File: config.mk
export PLATFORM = sky130hd
export DESIGN_NAME = cop_watchdog
export DESIGN_NICKNAME = d
export VERILOG_FILES = /design/src/rtl/wdg_pkg.sv /design/src/rtl/wdg_enable_ctrl.sv /design/src/rtl/wdg_svc_seq.sv /design/src/rtl/wdg_timeout.sv /design/src/rtl/cop_watchdog.sv
export SDC_FILE = /design/constraint.sdc
export NUM_CORES = 1
export LEC_CHECK = 0
export ABC_AREA = 0
export CAP_MARGIN = 20
export CORE_AREA = 2 2 39 41
export DETAILED_ROUTE_END_ITERATION = 6
export DIE_AREA = 0 0 41 43
export GPL_TIMING_DRIVEN = 0
export SYNTH_ARGS = -nofsm -noshare
export SYNTH_HDL_FRONTEND = slang
export SYNTH_SLANG_ARGS = --single-unit
File: constraint.sdc
create_clock -name clk -period 3.4 [get_ports clk]
set_clock_uncertainty 0.2 [all_clocks]
set_input_delay 0.68 -clock clk [delete_from_list [all_inputs] [get_ports clk]]
set_output_delay 0.68 -clock clk [all_outputs]
set_load 0.005 [all_outputs]
File: src/rtl/wdg_pkg.sv
package wdg_pkg;

  typedef enum logic [1:0] {
    POL_SOFT_ON    = 2'd0,
    POL_STRAP      = 2'd1,
    POL_DEFAULT_ON = 2'd2
  } policy_e;

  localparam logic [7:0] SVC_KEY_FIRST  = 8'h55;
  localparam logic [7:0] SVC_KEY_SECOND = 8'hAA;

  // Enable value applied by any reset (external or self-generated).
  function automatic logic reset_enable(policy_e pol, logic opt);
    case (pol)
      POL_STRAP:      return opt;
      POL_DEFAULT_ON: return 1'b1;
      default:        return 1'b0;
    endcase
  endfunction

  // Lock value applied by any reset.
  function automatic logic reset_lock(policy_e pol);
    return pol == POL_STRAP;
  endfunction

  // Key tracker: a service write re-arms only on the first key byte.
  function automatic logic arm_next(logic armed, logic we, logic [7:0] b);
    return we ? (b == SVC_KEY_FIRST) : armed;
  endfunction

  function automatic logic kick_now(logic armed, logic we, logic [7:0] b);
    return armed & we & (b == SVC_KEY_SECOND);
  endfunction

  // Number of enabled edges between a restart and the reset request.
  function automatic int unsigned expiry_edges(int unsigned pre, int unsigned term);
    return pre * term;
  endfunction

endpackage

File: src/rtl/wdg_enable_ctrl.sv
module wdg_enable_ctrl
  import wdg_pkg::*;
#(
  parameter policy_e POLICY  = POL_DEFAULT_ON,
  parameter bit      PRESENT = 1'b1
) (
  input  logic clk,
  input  logic rst_i,
  input  logic opt_i,
  input  logic ctl_we,
  input  logic ctl_bit,
  output logic en_o,
  output logic lock_o
);

  generate
    if (!PRESENT) begin : g_absent
      assign en_o   = 1'b0;
      assign lock_o = 1'b1;
    end else begin : g_present
      logic en_q, lock_q;
      logic wr_ok;

      assign wr_ok = ctl_we & ~lock_q & (POLICY != POL_STRAP);

      always_ff @(posedge clk) begin
        if (rst_i) begin
          en_q   <= reset_enable(POLICY, opt_i);
          lock_q <= reset_lock(POLICY);
        end else if (wr_ok) begin
          if (POLICY == POL_DEFAULT_ON) begin
            en_q   <= ctl_bit;
            lock_q <= 1'b1;
          end else if (ctl_bit) begin
            en_q   <= 1'b1;
            lock_q <= 1'b1;
          end
        end
      end

      assign en_o   = en_q;
      assign lock_o = lock_q;

      assert_lock_holds_R8: assert property (@(posedge clk) disable iff (rst_i)
        lock_q |=> lock_q);

      assert_locked_en_steady_R2: assert property (@(posedge clk) disable iff (rst_i)
        lock_q |=> $stable(en_q));

      if (POLICY == POL_STRAP) begin : g_chk_strap
        assert_strap_ignores_writes_R3: assert property (@(posedge clk) disable iff (rst_i)
          ctl_we |=> $stable(en_q));
      end

      if (POLICY == POL_DEFAULT_ON) begin : g_chk_def
        assert_first_write_decides_R4: assert property (@(posedge clk) disable iff (rst_i)
          (ctl_we && !lock_q) |=> (lock_q && (en_q == $past(ctl_bit))));
      end

      if (POLICY == POL_SOFT_ON) begin : g_chk_soft
        assert_soft_set_sticks_R2: assert property (@(posedge clk) disable iff (rst_i)
          (ctl_we && ctl_bit) |=> en_q);
      end
    end
  endgenerate

endmodule

File: src/rtl/wdg_svc_seq.sv
module wdg_svc_seq
  import wdg_pkg::*;
(
  input  logic       clk,
  input  logic       rst_i,
  input  logic       svc_we,
  input  logic [7:0] svc_byte,
  output logic       kick_o
);

  logic armed_q;

  always_ff @(posedge clk) begin
    if (rst_i) armed_q <= 1'b0;
    else       armed_q <= arm_next(armed_q, svc_we, svc_byte);
  end

  assign kick_o = kick_now(armed_q, svc_we, svc_byte);

  assert_kick_disarms_R5: assert property (@(posedge clk) disable iff (rst_i)
    kick_o |=> !armed_q);

endmodule

File: src/rtl/wdg_timeout.sv
module wdg_timeout #(
  parameter int unsigned PRESCALE   = 4,
  parameter int unsigned TERM_COUNT = 8
) (
  input  logic clk,
  input  logic rst,
  input  logic rst_i,
  input  logic en_i,
  input  logic kick_i,
  output logic bite_o
);

  localparam int PRE_W = (PRESCALE   > 1) ? $clog2(PRESCALE)   : 1;
  localparam int CNT_W = (TERM_COUNT > 1) ? $clog2(TERM_COUNT) : 1;
  localparam logic [PRE_W-1:0] PRE_LAST = PRE_W'(PRESCALE - 1);
  localparam logic [CNT_W-1:0] CNT_LAST = CNT_W'(TERM_COUNT - 1);

  logic [PRE_W-1:0] pre_q;
  logic [CNT_W-1:0] cnt_q;
  logic             bite_q;
  logic             tick, at_term, expire;

  assign tick    = (pre_q == PRE_LAST);
  assign at_term = (cnt_q == CNT_LAST);
  assign expire  = en_i & ~kick_i & tick & at_term;

  always_ff @(posedge clk) begin
    if (rst_i) begin
      pre_q  <= '0;
      cnt_q  <= '0;
      bite_q <= 1'b0;
    end else begin
      bite_q <= expire;
      if (!en_i || kick_i) begin
        pre_q <= '0;
        cnt_q <= '0;
      end else if (tick) begin
        pre_q <= '0;
        cnt_q <= at_term ? '0 : cnt_q + CNT_W'(1);
      end else begin
        pre_q <= pre_q + PRE_W'(1);
      end
    end
  end

  assign bite_o = bite_q;

  assert_bite_one_cycle_R7: assert property (@(posedge clk) disable iff (rst)
    bite_q |=> !bite_q);

  assert_kick_restarts_R5: assert property (@(posedge clk) disable iff (rst_i)
    kick_i |=> (pre_q == '0 && cnt_q == '0));

  assert_idle_when_off_R10: assert property (@(posedge clk) disable iff (rst_i)
    !en_i |=> (!bite_q && cnt_q == '0));

endmodule

File: src/rtl/cop_watchdog.sv
module cop_watchdog
  import wdg_pkg::*;
#(
  parameter policy_e     POLICY     = POL_DEFAULT_ON,
  parameter bit          PRESENT    = 1'b1,
  parameter int unsigned PRESCALE   = 4,
  parameter int unsigned TERM_COUNT = 8
) (
  input  logic       clk,
  input  logic       rst,
  input  logic       ctl_we,
  input  logic       ctl_bit,
  input  logic       svc_we,
  input  logic [7:0] svc_byte,
  input  logic       opt_enable,
  output logic       sys_rst_req,
  output logic       en_status,
  output logic       lock_status
);

  logic bite;
  logic rst_int;
  logic kick;
  logic en;
  logic lock;

  // A self-generated request resets the block exactly as the external reset does.
  assign rst_int = rst | bite;

  wdg_enable_ctrl #(.POLICY(POLICY), .PRESENT(PRESENT)) u_enable (
    .clk    (clk),
    .rst_i  (rst_int),
    .opt_i  (opt_enable),
    .ctl_we (ctl_we),
    .ctl_bit(ctl_bit),
    .en_o   (en),
    .lock_o (lock)
  );

  wdg_svc_seq u_svc (
    .clk     (clk),
    .rst_i   (rst_int),
    .svc_we  (svc_we),
    .svc_byte(svc_byte),
    .kick_o  (kick)
  );

  wdg_timeout #(.PRESCALE(PRESCALE), .TERM_COUNT(TERM_COUNT)) u_timeout (
    .clk   (clk),
    .rst   (rst),
    .rst_i (rst_int),
    .en_i  (en),
    .kick_i(kick),
    .bite_o(bite)
  );

  assign sys_rst_req = bite;
  assign en_status   = en;
  assign lock_status = lock;

  generate
    if (PRESENT) begin : g_chk_reapply
      assert_self_reset_reapplies_R9: assert property (@(posedge clk) disable iff (rst)
        sys_rst_req |=> ((en_status == reset_enable(POLICY, $past(opt_enable)))
                        && (lock_status == reset_lock(POLICY))));
    end else begin : g_chk_absent
      assert_absent_never_bites_R6: assert property (@(posedge clk) disable iff (rst)
        !sys_rst_req);
    end
  endgenerate

endmodule

Word level (Yosys, flattened, before mapping). Cells that the tools add are included. Widths: inputs -> output; s select.

Add/sub/neg operators: 2. Equality and inequality tests: 4. Muxes and demuxes: 1. Bitwise gates (word level): 9. Reductions and logical operators: 4.

Operators with widths (count): $eq 8x7->1 const B (1); $eq 8x8->1 const B (1); $and 1x1->1 (6); $add 3x1->3 const B (1); $eq 3x3->1 const B (1); $mux 3 (1); $reduce_or 3->1 (1); $add 2x1->2 const B (1); $eq 2x2->1 const B (1); $not 1->1 (2); $reduce_or 2->1 (1); $logic_not 1->1 (1); $logic_or 1x1->1 (1); $or 1x1->1 (1).

Register bits: 9. Input port bits: 14. Output and inout port bits: 3. Word-level logic and storage cells: 26.

Depth between registers and ports, before layout. Gate-level depths: netlist of the first run.

Depth after elaboration: 6. Mapped depth: 5. Depth with buffers taken out: 5.

Cells and area by module. A second synthesis of the first run with hierarchy kept.

Cell total of the unflattened synthesis: 42. Area total of the unflattened synthesis: 442.9 um^2.

Modules (own cells, without submodules): wdg_timeout (instances 1, cells each 24, area an instance 256.5 um^2, seq. area each 120.1 um^2); wdg_svc_seq (instances 1, cells each 9, area an instance 101.3 um^2, seq. area each 20.0 um^2); wdg_enable_ctrl (instances 1, cells each 8, area an instance 78.8 um^2, seq. area each 40.0 um^2); cop_watchdog (instances 1, cells each 1, area an instance 6.3 um^2, seq. area each 0.0 um^2).

Least setup slack after synthesis of the first run. OpenSTA, ideal clock, no wires.

Kind: input to register. Start point: in svc_byte[2]. End point: reg u_timeout.pre_q[1]. Setup time: 132 ps. Arrival: 1324 ps. Data required time: 3068 ps. Path slack: 1745 ps. Stages: 3. Path buffers: 0. Cells stage by stage: nand4bb_1 > o311ai_4 > nor3b_1.

Cells in the longest elaborated chain, start to end: 4.

Ends and longest elaborated chain: start: declaration (RTL line cop_watchdog.sv:14) `input logic [7:0] svc_byte,`; $eq 8x8->1 (RTL line wdg_pkg.sv:32) `return armed & we & (b == SVC_KEY_SECOND);`; $and 1x1->1 (RTL line wdg_pkg.sv:32); $logic_or 1x1->1 (RTL line wdg_timeout.sv:34) `if (!en_i || kick_i) begin`; $reduce_or 3->1 (no source line); end signal: assignment (RTL line wdg_timeout.sv:41) `pre_q <= pre_q + PRE_W'(1);`; end: declaration (RTL line wdg_timeout.sv:18) `logic [PRE_W-1:0] pre_q;`.

Every way passes these cells. A chain may end at the register's enable or synchronous reset.

Worst setup path after layout of the first run.
Start point: reg u_enable.g_present.en_q (netlist: u_enable.en_o). End point: out en_status.

RTL lines: start: declaration (RTL line wdg_enable_ctrl.sv:21) `logic en_q, lock_q;`; start signal: assignment (RTL line wdg_enable_ctrl.sv:28) `en_q <= reset_enable(POLICY, opt_i);`; start signal: assignment (RTL line wdg_enable_ctrl.sv:32) `en_q <= ctl_bit;`; end: declaration (RTL line cop_watchdog.sv:17) `output logic en_status,`.

No word-level cell between the ends.

==> results.json, run 1 <==
{
  "finalWeightedCongestion": 0.598,
  "rows": 14,
  "critPathKind": "reg2out",
  "gr-total-overflow": 0,
  "cts_buffer_depth": 2,
  "grt_pass1_wl_um": 1230,
  "cts_made_buffers": 3,
  "avgRoutedWirePerCell_um": 10.0,
  "path_clk_slew_ns": 0.06,
  "min_period_ns": 2.03,
  "initial_utilization_pct": 29.8,
  "power_frac_seq_pct": 49.8,
  "worstSetupStartpointType": "register",
  "die_y_um": 43,
  "via_count": 342,
  "switchingPower_uw": 49.1,
  "maxCapViolCount": 0,
  "crit_path_top_delay_cell": "clkdlybuf4s50_1",
  "crit_required_ns": 2.52,
  "cts_resized": 0,
  "totalWireLength_um": 742,
  "multi_input_area_um2": 229,
  "final_area_um2": 609,
  "syn_inst": 39,
  "slowest_delay_ns": 0.52,
  "grt_pass1_vias": 329,
  "crit_path_end_kind": "output pin",
  "die-area_mm2": 0.00176,
  "intPower_uw": 180,
  "relSlewSlack_pct": 75.2,
  "n_antenna_cell": 0,
  "htreeDepth": 1,
  "outcome": "completed",
  "setup_viol": 0,
  "syn-num-nets": 56,
  "yosysTopAreaCell": "dfxtp_1",
  "rsz0062_at_grt": "no",
  "ys_seq_elements": 9,
  "pin_count": 17,
  "antenna_found_initial": 0,
  "leakagePower_nw": 0.240,
  "grt_max_degree": 8,
  "worst-path-max-fanout": 3,
  "switching_share_pct": 21.5,
  "drv_slew": 0,
  "fin_ws_ns": 1.37,
  "nFillCells": 137,
  "ir_drop_mv": 0.176,
  "drt_iter0_markers": 3,
  "clockRootBuffer": "clkbuf_4",
  "nets": 76,
  "max_clock_freq_ghz": 0.491,
  "crit_family": "buffers and inverters",
  "drive_gt1_share_pct": 6.90,
  "ys_seq_area_share_pct": 43.6,
  "core_region_area_mm2": 0.00138,
  "synth_area_leaders": "dfxtp_1 44%, ha_1 9.1%, mux2i_1 7.3%",
  "cts_tree": "built",
  "drc": 0,
  "finalSetupTns_ns": 0,
  "p_per_area_mw_per_mm2": 375,
  "critPathArrivalTime_ns": 1.15,
  "hold_viol": 0,
  "worst-path-buf-inv": 1,
  "syn_avg_cell_area_um2": 10.6,
  "syn_to_final_growth_pct": 47.6,
  "cts_sinks": 9,
  "post_drt_via_cell_ratio": 4.62,
  "dr.pass1.iters": 2,
  "hp-class": "reg2reg",
  "yosysWarningCount": 0,
  "path_cells": "clkdlybuf4s50_1",
  "ys_types": 18,
  "clk_latency_ns": 0.25,
  "cts_setup_buffers": 0,
  "io_buffers": 15,
  "period_share_pct": 59.9,
  "postLayoutCoreUtil_pct": 44.0,
  "worst_pin_slew_ns": 0.372,
  "dp_cells": 70,
  "place_ws_ns": 1.20,
  "dpl.hpwl_um": 599,
  "cts_hold_buf": 0,
  "fp.dieW_um": 41,
  "final_cells": 74,
  "antenna_left": 0,
  "power_frac_clock_pct": 34.8,
  "grt_usage_pct": 10.5,
  "place_area_um2": 583,
  "netlist.area_leader.share_pct": 43.6,
  "p_comb_share_pct": 15.3,
  "ff_latch_area_um2": 180,
  "syn_area_um2": 413
}
-- placed cells by master, fill, tap and decap left out --
cell type	Yosys	final
a21oi_1	1	1
a31oi_1	1	1
buf_1	1	1
clkbuf_1	0	1
clkbuf_4	0	3
clkdlybuf4s50_1	0	15
dfxtp_1	9	9
ha_1	3	3
mux2i_1	3	3
nand2_1	2	2
nand2b_1	2	2
nand3b_1	1	1
nand4b_1	1	1
nand4bb_1	1	1
nor2_1	5	5
nor2b_1	2	2
nor3_1	2	2
nor3b_1	1	1
nor4bb_1	2	2
o21a_1	1	1
o311ai_4	1	1
-- power groups by stage --
stage / Combinational (mW) / Sequential [mW] / Clock (mW)
final: 0.0351 / 0.114 / 0.0797
after global routing: 0.0383 / 0.115 / 0.0911
after CTS: 0.0355 / 0.114 / 0.0832
after detailed placement: 0.0353 / 0.117 / 0
after global placement: 0.0349 / 0.116 / 0
after floorplan: 0.0150 / 0.116 / 0
-- routing by layer --
layer  track usage (%)  share of wire, %  wire (µm)
met1              13.4                47        347
met2              14.1                47        348
met3              3.14               6.2         46
met4              8.00                 0          0
met5                 0                 0          0
-- cell usage after synthesis --
cell type,number
dfxtp_1,9
nor2_1,5
ha_1,3
mux2i_1,3
nand2_1,2
nand2b_1,2
nor2b_1,2
nor3_1,2
nor4bb_1,2
a21oi_1,1
a31oi_1,1
buf_1,1
nand3b_1,1
nand4b_1,1
nand4bb_1,1
nor3b_1,1
o21a_1,1
o311ai_4,1
-- worst register-to-register path: stages (launching register included) --
cell,delay [ns]
dfxtp_1,0.34
ha_1,0.14
buf_1,0.27
mux2i_1,0.24
nor2_1,0.05
-- final timing paths --
check	depth (start not counted)	end	slack [ns]	start
worst max register to register	4	u_timeout.cnt_q[0]	2.04	u_timeout.pre_q[0]
worst min-delay path	1	u_timeout.pre_q[0]	0.24	u_timeout.pre_q[0]
worst max-delay path	1	en_status	1.37	u_enable.en_o
worst min register to register	1	u_timeout.pre_q[0]	0.24	u_timeout.pre_q[0]
-- sequential cells by signal, indices dropped and copies added (netlist names) --
register          cells
u_svc.armed_q         1
u_timeout.cnt_q       3
u_timeout.bite_o      1
u_enable.lock_o       1
u_timeout.pre_q       2
u_enable.en_o         1
-- cells by family after synthesis --
logic type                 Yosys count  share of synthesized area (%)
muxes                                3                           7.27
AOI/OAI and AO/OA                    4                           10.9
buffers and inverters                1                          0.908
DFF                                  9                           43.6
and+or+nand+nor                     19                           28.2
adders and majority gates            3                           9.09
-- area by class of cell --
class	count	area share, %
Clock buffer	4	4.31
Tap cell	16	3.29
Buffer	1	0.616
Sequential cell	9	29.6
Timing Repair Buffer	15	24.6
Multi-Input combinational cell	29	37.6
-- through the flow --
stage	total power, mW	hold slack (ns)
2_1_floorplan	0.131	0.204
4_1_cts	0.233	0.237
3_5_place_dp	0.152	0.234
5_1_grt	0.244	0.267
6_report	0.229	0.235
3_3_place_gp	0.151	0.218
(Power assumes the default switching activity.)
==> run 2, diff against run 1 <==
Clock period 3.4 ns to 2.1 ns, I/O delays scaled along.
==> results of run 2 <==
The final DEF is identical to that of run 1. Status: completed.
Among the figures that moved: setup slack after placement 1.20 ns -> 0.160 ns; setup slack after layout 1.37 ns -> 0.325 ns; register-to-register setup slack 2.04 ns -> 0.74 ns; total power 0.229 mW -> 0.370 mW; worst IR drop on VDD 0.176 mV -> 0.285 mV
